$ cat config.mk
export PLATFORM = sky130hd
export DESIGN_NAME = init_pattern_driver
export DESIGN_NICKNAME = d
export VERILOG_FILES = /design/src/rtl/mrp_pkg.sv /design/src/rtl/mrp_ctrl.sv /design/src/rtl/mrp_datapath.sv /design/src/rtl/init_pattern_driver.sv
export SDC_FILE = /design/constraint.sdc
export NUM_CORES = 1
export LEC_CHECK = 0
export ABC_CLOCK_PERIOD_IN_PS = 1920
export BUFFER_PORTS_ARGS = -buffer_cell sky130_fd_sc_hd__buf_2
export CAP_MARGIN = 20
export CELL_PAD_IN_SITES_DETAIL_PLACEMENT = 0
export CELL_PAD_IN_SITES_GLOBAL_PLACEMENT = 1
export CORE_UTILIZATION = 29
export DETAILED_ROUTE_END_ITERATION = 10
export MAX_ROUTING_LAYER = met4
export PLACE_DENSITY = 0.75
export SYNTH_ARGS = -nofsm -noshare
export SYNTH_HDL_FRONTEND = slang
export SYNTH_SLANG_ARGS = --single-unit
$ cat constraint.sdc
create_clock -name clk -period 1.92 [get_ports clk]
set_clock_uncertainty 0.1 [all_clocks]
set_input_delay 0.288 -clock clk [delete_from_list [all_inputs] [get_ports clk]]
set_output_delay 0.288 -clock clk [all_outputs]
set_load 0.01 [all_outputs]
$ cat src/rtl/mrp_pkg.sv
package mrp_pkg;
  // Strobes from the decoder to the pattern datapath
  typedef struct packed {
    logic wrLo;   // write low address byte
    logic wrHi;   // write high address bits, bank and close command
    logic rdLo;   // select low byte for readback
    logic rdHi;   // select high byte for readback
  } ctrlStrobe_t;
endpackage

$ cat src/rtl/mrp_ctrl.sv
module mrp_ctrl
  import mrp_pkg::*;
#(
  parameter int IO_AW = 16,
  parameter logic [IO_AW-1:0] BASE_ADDR = 16'h0300,
  parameter int WINDOW_BYTES = 8
) (
  input  logic [IO_AW-1:0] ioAddr,
  input  logic             ioWrite,
  input  logic             ioRead,
  output logic             ioHit,
  output ctrlStrobe_t      strobe
);
  localparam logic [IO_AW-1:0] WIN_LIMIT = IO_AW'(WINDOW_BYTES);
  localparam logic [IO_AW-1:0] OFF_LO    = IO_AW'(0);
  localparam logic [IO_AW-1:0] OFF_HI    = IO_AW'(1);

  logic [IO_AW-1:0] offset;
  logic             inWindow;

  always_comb begin
    offset   = ioAddr - BASE_ADDR;
    inWindow = (offset < WIN_LIMIT);
    ioHit    = inWindow && (ioRead || ioWrite);

    strobe.wrLo = ioWrite && inWindow && (offset == OFF_LO);
    strobe.wrHi = ioWrite && inWindow && (offset == OFF_HI);
    strobe.rdLo = ioRead  && inWindow && (offset == OFF_LO);
    strobe.rdHi = ioRead  && inWindow && (offset == OFF_HI);
  end
endmodule

$ cat src/rtl/mrp_datapath.sv
module mrp_datapath
  import mrp_pkg::*;
#(
  parameter int ADDR_W = 13,
  parameter int BANK_W = 2,
  parameter int BYTE_W = 8
) (
  input  logic              clk,
  input  logic              rstN,
  input  ctrlStrobe_t       strobe,
  input  logic [BYTE_W-1:0] wdata,
  output logic [ADDR_W-1:0] addrPat,
  output logic [BANK_W-1:0] bankPat,
  output logic              closed,
  output logic [BYTE_W-1:0] rdata
);
  localparam int HI_W    = ADDR_W - BYTE_W;
  localparam int BANK_LO = HI_W;
  localparam int CLOSE_B = BYTE_W - 1;

  logic [BYTE_W-1:0] addrLo;
  logic [HI_W-1:0]   addrHi;

  always_ff @(posedge clk or negedge rstN) begin
    if (!rstN) begin
      addrLo  <= '0;
      addrHi  <= '0;
      bankPat <= '0;
      closed  <= 1'b0;
    end else begin
      if (strobe.wrLo) addrLo <= wdata;
      if (strobe.wrHi) begin
        addrHi  <= wdata[HI_W-1:0];
        bankPat <= wdata[BANK_LO+BANK_W-1:BANK_LO];
        closed  <= closed | wdata[CLOSE_B];   // sticky until reset
      end
    end
  end

  assign addrPat = {addrHi, addrLo};

  always_comb begin
    rdata = '0;
    if (strobe.rdLo)      rdata = addrLo;
    else if (strobe.rdHi) rdata = {closed, bankPat, addrHi};
  end
endmodule

$ cat src/rtl/init_pattern_driver.sv
module init_pattern_driver
  import mrp_pkg::*;
#(
  parameter int IO_AW = 16,
  parameter logic [IO_AW-1:0] BASE_ADDR = 16'h0300,
  parameter int WINDOW_BYTES = 8,
  parameter int ADDR_W = 13,
  parameter int BANK_W = 2,
  parameter int BYTE_W = 8
) (
  input  logic              clk,
  input  logic              dramCke,
  input  logic [IO_AW-1:0]  ioAddr,
  input  logic              ioWrite,
  input  logic              ioRead,
  input  logic [BYTE_W-1:0] ioWdata,
  output logic [BYTE_W-1:0] ioRdata,
  output logic              ioHit,
  output logic [ADDR_W-1:0] addrOut,
  output logic [BANK_W-1:0] bankOut,
  output logic              addrDrvEn,
  output logic              switchOpen
);
  ctrlStrobe_t strobe;
  logic        closed;

  mrp_ctrl #(
    .IO_AW(IO_AW), .BASE_ADDR(BASE_ADDR), .WINDOW_BYTES(WINDOW_BYTES)
  ) u_ctrl (
    .ioAddr(ioAddr), .ioWrite(ioWrite), .ioRead(ioRead),
    .ioHit(ioHit), .strobe(strobe)
  );

  mrp_datapath #(
    .ADDR_W(ADDR_W), .BANK_W(BANK_W), .BYTE_W(BYTE_W)
  ) u_dp (
    .clk(clk), .rstN(dramCke), .strobe(strobe), .wdata(ioWdata),
    .addrPat(addrOut), .bankPat(bankOut), .closed(closed), .rdata(ioRdata)
  );

  // Switches open and drivers active until the host closes them
  assign switchOpen = !closed;
  assign addrDrvEn  = !closed;
endmodule

[Word-level counts from Yosys, hierarchy flattened]
Cells that the tools add are included.
Word-level totals
  input port bits: 28
  word-level logic and storage cells: 20
  output and inout bits: 26
  register bits after elaboration: 16
Cells by class
  equal/unequal tests: 1
  $lt $le $gt $ge: 1
  reduce and logical (&&, ||, !) cells: 10
  bitwise gates (word level): 1
  add/sub/neg operators: 1
  mux-type cells: 2
Operators with widths (count)
  == test 16 x 1 -> 1 bit (second input constant): 1
  logical NOT 16 bit: 1
  < comparator 16 x 4 -> 1 bit (second input constant): 1
  two-way mux 8 bit: 2
  subtractor 16 x 10 -> 16 bit (second input constant): 1
  logical AND 1 bit: 7
  logical NOT 1 bit: 1
  logical OR 1 bit: 1
  OR 1 bit: 1

[Depth between registers and ports, before layout]
Gate-level depths: netlist (run 1).
  depth after elaboration: 6
  depth in mapped cells: 4
  depth with buffers taken out: 4

[Hierarchy]
From an unflattened synthesis (run 1), not the netlist that was laid out.
Unflattened totals
  cell total of the unflattened synthesis: 64
  area total of the unflattened synthesis: 895.9 um2
By module, submodules not included
  mrp_datapath: cells an instance 48, times used 1, area each 748.2 um2
  mrp_ctrl: cells an instance 14, times used 1, area each 136.4 um2
  init_pattern_driver: cells an instance 2, times used 1, area each 11.3 um2

[Least setup slack after synthesis (run 1)]
Ideal clock, no wire load.
  path kind: input to output
  from: input port ioAddr[6]
  to: output port ioRdata[0]
  data arrival time: 1.385 ns
  slack: 0.147 ns
  stages: 4
  cells stage by stage: nor4_2 -> nand4_2 -> nor3b_2 -> a22o_1
On the way
  longest elaborated chain between the ends: 6
  elaborated cells between the ends (all ways): 9
  those cells by class: add/sub: 1; order compare: 1; eq/ne: 1; mux: 2; reduce/logical: 4
Ends and longest elaborated chain
  from (decl): line init_pattern_driver.sv:13  | input logic [IO_AW-1:0] ioAddr,
  subtractor 16 x 10 -> 16 bit *: line mrp_ctrl.sv:22  | offset = ioAddr - BASE_ADDR;
  < comparator 16 x 4 -> 1 bit: line mrp_ctrl.sv:23  | inWindow = (offset < WIN_LIMIT);
  logical AND 1 bit: line mrp_ctrl.sv:28, mrp_ctrl.sv:29
  logical AND 1 bit: line mrp_ctrl.sv:29  | strobe.rdHi = ioRead && inWindow && (offset == OFF_HI);
  two-way mux 8 bit: line mrp_datapath.sv:45  | else if (strobe.rdHi) rdata = {closed, bankPat, addrHi};
  two-way mux 8 bit *: line mrp_datapath.sv:44  | if (strobe.rdLo) rdata = addrLo;
  to (decl): line init_pattern_driver.sv:17  | output logic [BYTE_W-1:0] ioRdata,
Mark *: on every way between the ends. The rest lies on a longest branch, timed or not.

[Final worst setup path (run 1)]
  from: input port ioAddr[2]
  to: output port ioRdata[6]
Same word-level chain as after synthesis.

==> run_results.csv, run 1 <==
group,metric,value,unit
status,status,"finished clean",
place,routabilityCongestion,0.624,
timing,worst_pin_slew,0.354,ns
yosys,async_flop_share,1.00,
cts,clock_path_buffers,2,
yosys,ys_ff_latch,16,
final_layout,drive_gt1_frac,0.717,
flow_run,cap_violations,0,
drt,drtIter0Drc,2,
global_route,grt_first_pass_wirelength,2840,um
setup_path,crit_top_cell,"buf_6",
drt,drt_first_pass_iters,2,
setup_path,regToRegEndpoint,"u_dp.bankPat[0]",
place,place_area,1140,um2
setup_path,r2r-start,"u_dp.bankPat[0]",
yosys,ys_warn_count,0,
floorplanning,dieHeight,54.1,um
drt,ant_nets,0,
timing,fmax,0.532,GHz
setup_path,slowest_delay,0.28,ns
cts,cts.sink_count,16,
yosys,ys_seq_area_frac,0.508,
global_route,antenna_found_initial,0,
final_layout,stdcell_count,150,
cts,cts_tree,"built",
global_route,overflow,0,
drt,route.detailed.drc,0,
final_layout,nNetsFinal,149,
final_layout,n_antenna_cell,0,
timing,hold_viol,0,
setup_path,cp_slowest_cell,"nor4_4",
global_route,first_global_vias,647,
setup_path,crit_buf_inv,3,
setup_path,worstSetupStartpointType,"input port",
setup_path,endpoint_kind,"primary output",
cts,cts_max_level,1,
timing,period_share,0.979,
timing,relSlewSlack,0.764,
final_layout,area_growth,56.3,%
yosys,synth_flop_cell,"dfrtp_1",
final_layout,utilization,0.489,
final_layout,regArea,400,um2
timing,rsz0062_at_grt,"yes",
setup_path,worstRegToRegCells,1,
worst_hold_path,min-delay-start,"ioWdata[7]",
yosys,yosys-top-cells-area,"dfrtp_1, mux2_2, a22o_1",
drt,vias,736,
yosys,syn_inst,56,
cts,cts-buffers-inserted,3,
final_layout,multi_input_area,385,um2
cts,clk_latency,0.29,ns
yosys,syn-num-nets,84,
yosys,synthDistinctLibCells,17,
yosys,synth.most_common_cell,"dfrtp_1",
setup_path,worstPathArrival,1.49,ns
floorplanning,core-area,2520,um2
floorplanning,io_pins,54,
timing,drv_slew,0,
yosys,yosysTopAreaCellShare,0.508,
yosys,synth_edf_count,0,
place,dpl.cell_count,144,
worst_hold_path,holdPathStages,2,
drt,wire_per_inst,13.3,um
setup_path,critPathTopFamily,"simple AND/OR/NAND/NOR gates",
setup_path,crit_fanout,8,
yosys,avgSynthCellArea,14.1,um2
global_route,grt_max_degree,17,
power_and_ir_drop,p_leak,0.000697,uW
setup_path,cp_cell_sequence,"buf_6 -> nor4_4 -> nand4_2 -> nor3b_2 -> buf_6 -> a22o_1 -> buf_2",
setup_path,path_class,"input port to primary output",
cts,clockRootBuffer,"clkbuf_4",
final_layout,nFillCells,248,
floorplanning,num_rows,18,
drt,wl,1990,um
floorplanning,dieArea,2930,um2
yosys,ys_top_cells_by_count,"dfrtp_1, mux2_2, a22o_1",
setup_path,required,1.53,ns
setup_path,ff2ff_setup_slack,1.04,ns
floorplanning,die_x,54.1,um
timing,layout_min_cycle_time,1.88,ns
power_and_ir_drop,pwr_density_cell,498,nW/um2
floorplanning,start_util,0.313,
global_route,grt_util_all_layers,0.145,
final_layout,final_area,1230,um2
power_and_ir_drop,ir_drop,0.391,mV
timing,setup_viol,0,
cts,clkTransAtPathRegs,0.09,ns
drt,routed_via_density,4.91,
yosys,netlist_area,788,um2
worst_hold_path,hold_class,"input port to flop",
worst_hold_path,min_to,"u_dp.closed",
place,port_buffers,53,
yosys,synth_top_cell_by_area,"dfrtp_1",
worst max-delay path by stage:
stage / startpoint / to / slack [ns] / cells past startpoint
final: ioAddr[2] / ioRdata[6] / 0.04 / 7
after floorplan: ioAddr[6] / ioRdata[0] / 0.15 / 4
after global routing: ioAddr[2] / ioRdata[7] / -0.07 / 7
after global placement: ioAddr[6] / ioRdata[4] / -0.05 / 7
after CTS: ioAddr[6] / ioRdata[5] / 0.02 / 7
after detailed placement: ioAddr[6] / u_dp.addrHi[0] / -0.08 / 7
where the power goes:
group          internal [uW]  leakage (uW)  switching, uW
registers                337      0.000224         0.0847
logic                   30.4      0.000452           25.2
clock network            116     0.0000210            106
total                    483      0.000697            131
repair_timing:
action | CTS | global route
pin swaps | 1 | 7
endpoints found under the hold margin | 16 | 0
endpoints found under the setup margin | 8 | 8
buffers inserted | 1 | 0
hold buffers | 1 | 0
gates resized for setup | 1 | 6
layer usage:
| metal | vias to the layer above | share of wire | track usage |
|---|---|---|---|
| met1 | 344 | 0.42 | 0.167 |
| met3 | 5 | 0.11 | 0.0311 |
| met4 | 0 | 0.021 | 0.0769 |
| met2 | 41 | 0.45 | 0.234 |
| met5 | - | 0 | - |
| li1 | 346 | - | - |
cell usage in the layout, fill, tap and decap left out, types with 2 or more instances in the layout:
cell and n:
nor2_1 2, buf_2 49, nor4_4 2, nand2_1 2, dfrtp_1 16, nor3_1 2, a22o_1 8, buf_6 5
buf_4 5, clkbuf_4 3, mux2_2 15
through the flow:
stage	setup slack (ns)	TNS [ns]	power (uW)	hold slack (ns)
after floorplan	0.147	0	352	-0.108
after global placement	-0.0471	-0.545	391	0.108
after detailed placement	-0.0831	-1.19	393	0.117
after CTS	0.0189	0	617	0.114
after global routing	-0.0729	-0.468	640	0.118
final	0.0413	0	614	0.117
registers in the layout, summed over array words and instances, names as in the netlist:
| name | count |
|---|---|
| u_dp.addrHi | 5 |
| u_dp.addrLo | 8 |
| u_dp.bankPat | 2 |
| u_dp.closed | 1 |
kinds of logic (layout without fill, tap and decap cells):
| kind of cell | after synthesis | in the layout | share of synthesized area |
|---|---|---|---|
| and+or+nand+nor | 14 | 14 | 0.165 |
| DFF | 16 | 16 | 0.508 |
| AOI/OAI and AO/OA | 9 | 9 | 0.0984 |
| buffers and inverters | 2 | 66 | 0.0143 |
| muxes | 15 | 15 | 0.214 |
final cells by class:
class                      instances  share of cell area
inverter                           1             0.00305
timing repair buffer              61               0.299
tap                               30              0.0305
clock buffer                       4              0.0294
multi-input combinational         38               0.313
sequential                        16               0.325
(Power assumes the default switching activity.)
==> run 2: changes to the inputs <==
--- a/config.mk
+++ b/config.mk
@@ -10,6 +10,7 @@
 export CAP_MARGIN = 20
 export CELL_PAD_IN_SITES_DETAIL_PLACEMENT = 0
 export CELL_PAD_IN_SITES_GLOBAL_PLACEMENT = 1
+export CORE_ASPECT_RATIO = 1.1
 export CORE_UTILIZATION = 29
 export DETAILED_ROUTE_END_ITERATION = 10
 export MAX_ROUTING_LAYER = met4
==> run_results.csv, run 2 (synthesis gave the netlist of run 1 again) <==
group,metric,value,unit
status,status,"finished clean",
place,port_buffers,53,
timing,worst_pin_slew,0.360,ns
global_route,grt_max_degree,17,
global_route,grt_util_all_layers,0.150,
timing,setup_slack,0.0280,ns
timing,drv_slew,0,
power_and_ir_drop,p_leak,0.000701,uW
timing,relSlewSlack,0.760,
cts,clkTransAtPathRegs,0.09,ns
setup_path,worstRegToRegCells,1,
worst_hold_path,holdPathStages,2,
global_route,met2_usage,0.232,
global_route,grtUsageMet3,0.0244,
power_and_ir_drop,ir_drop,0.374,mV
floorplanning,start_util,0.310,
final_layout,drive_gt1_frac,0.727,
setup_path,cp_cell_sequence,"buf_6 -> nor4_4 -> nand4_2 -> nor3b_2 -> buf_6 -> a22o_1 -> buf_2",
floorplanning,core-area,2540,um2
global_route,first_global_vias,729,
timing,setup_viol,0,
timing,rsz0062_at_grt,"yes",
final_layout,largest_reg_flops,8,
global_route,grt.busiest_layer,"met2",
power_and_ir_drop,p_total,610,uW
cts,clock_path_buffers,2,
drt,wire_per_inst,13.7,um
flow_run,cap_violations,0,
drt,route.detailed.drc,0,
final_layout,area_growth,57.3,%
floorplanning,die_x,51.7,um
power_and_ir_drop,pwr_density_cell,492,nW/um2
setup_path,crit_buf_inv,3,
setup_path,endpoint_kind,"primary output",
cts,clk_latency,0.28,ns
place,dp.final_hpwl,1540,um
timing,fmax,0.529,GHz
timing,period_share,0.985,
setup_path,crit_fanout,8,
floorplanning,num_rows,19,
worst_hold_path,hold_class,"input port to flop",
setup_path,critPathTopFamily,"simple AND/OR/NAND/NOR gates",
setup_path,path_class,"input port to primary output",
global_route,overflow,0,
floorplanning,dieHeight,56.7,um
setup_path,slowest_delay,0.28,ns
cts,cts-buffers-inserted,3,
drt,drt_first_pass_iters,1,
setup_path,crit_top_cell,"buf_6",
setup_path,worstPathArrival,1.50,ns
final_layout,reg_top3,"u_dp.addrLo (8), u_dp.addrHi (5), u_dp.bankPat (2)",
drt,vias,730,
cts,cts.sink_count,16,
place,routabilityCongestion,0.694,
floorplanning,dieArea,2930,um2
setup_path,worstSetupStartpointType,"input port",
drt,routed_via_density,4.80,
final_layout,nNetsFinal,150,
timing,layout_min_cycle_time,1.89,ns
setup_path,cp_slowest_cell,"nor4_4",
cts,clockRootBuffer,"clkbuf_4",
setup_path,required,1.53,ns
final_layout,layout_common_cells,"buf_2, dfrtp_1, mux2_2",
drt,ant_nets,0,
final_layout,nFillCells,235,
final_layout,final_common_cell,"buf_2",
global_route,use_met1,0.199,
place,pre_cts_ws,-0.0644,ns
floorplanning,io_pins,54,
timing,hold_viol,0,
cts,cts_max_level,1,
drt,drtIter0Drc,0,
global_route,antenna_found_initial,0,
final_layout,regMostFlops,"u_dp.addrLo",
cts,cts_tree,"built",
global_route,grt_first_pass_wirelength,3230,um
setup_path,path_depth,7,
drt,wl,2080,um
final_layout,n_antenna_cell,0,
run 2: area by class of cell:
type | instances | area, um2 | area share
clock buffers | 4 | 36.3 | 0.0293
inverters | 1 | 3.75 | 0.00303
multi-input cells | 38 | 390 | 0.315
flip-flops and latches | 16 | 400 | 0.323
well taps | 31 | 38.8 | 0.0313
repair buffers | 62 | 370 | 0.299
run 2: path summary, 6_finish.rpt:
| kind | startpoint | end | slack [ns] |
|---|---|---|---|
| setup / recovery | ioAddr[2] | ioRdata[4] | 0.03 |
| hold / removal | ioWdata[7] | u_dp.closed | 0.12 |
| setup reg to reg | u_dp.addrHi[0] | u_dp.addrHi[0] | 1.03 |
| hold reg to reg | u_dp.closed | u_dp.closed | 0.40 |
| max in group asynchronous | dramCke | u_dp.addrLo[7] | 1.12 |
| min in group asynchronous | dramCke | u_dp.addrLo[6] | 0.34 |
run 2: what timing repair did:
| action | 4_1_cts | 5_1_grt |
|---|---|---|
| endpoints found under the hold margin | 16 | 0 |
| hold buffers | 1 | 0 |
| pin swaps | 1 | 8 |
| endpoints found under the setup margin | 8 | 8 |
| setup buffers | 1 | 1 |
| resized for setup | 0 | 7 |
run 2: routing by layer:
layer  vias to the layer above  share of wire
met5                         -              0
met4                         0         0.0029
met3                         2          0.081
met2                        38           0.49
met1                       347           0.43
li1                        343              -
run 2: power breakdown:
group          internal (uW)  switching (uW)
Clock                    115            99.5
Sequential               337          0.0864
Combinational           30.7            27.3
run 2: stage by stage:
stage / cells / utilization / hold slack, ns / instance area, um2 / setup TNS [ns]
global route: 152 / 0.487 / 0.109 / 1240 / -0.305
CTS: 151 / 0.470 / 0.113 / 1200 / 0
detailed placement: 145 / 0.449 / 0.115 / 1140 / -0.694
finish: 152 / 0.487 / 0.122 / 1240 / 0
global placement: 145 / 0.449 / 0.111 / 1140 / -0.0228
floorplan: 56 / - / -0.108 / 788 / 0
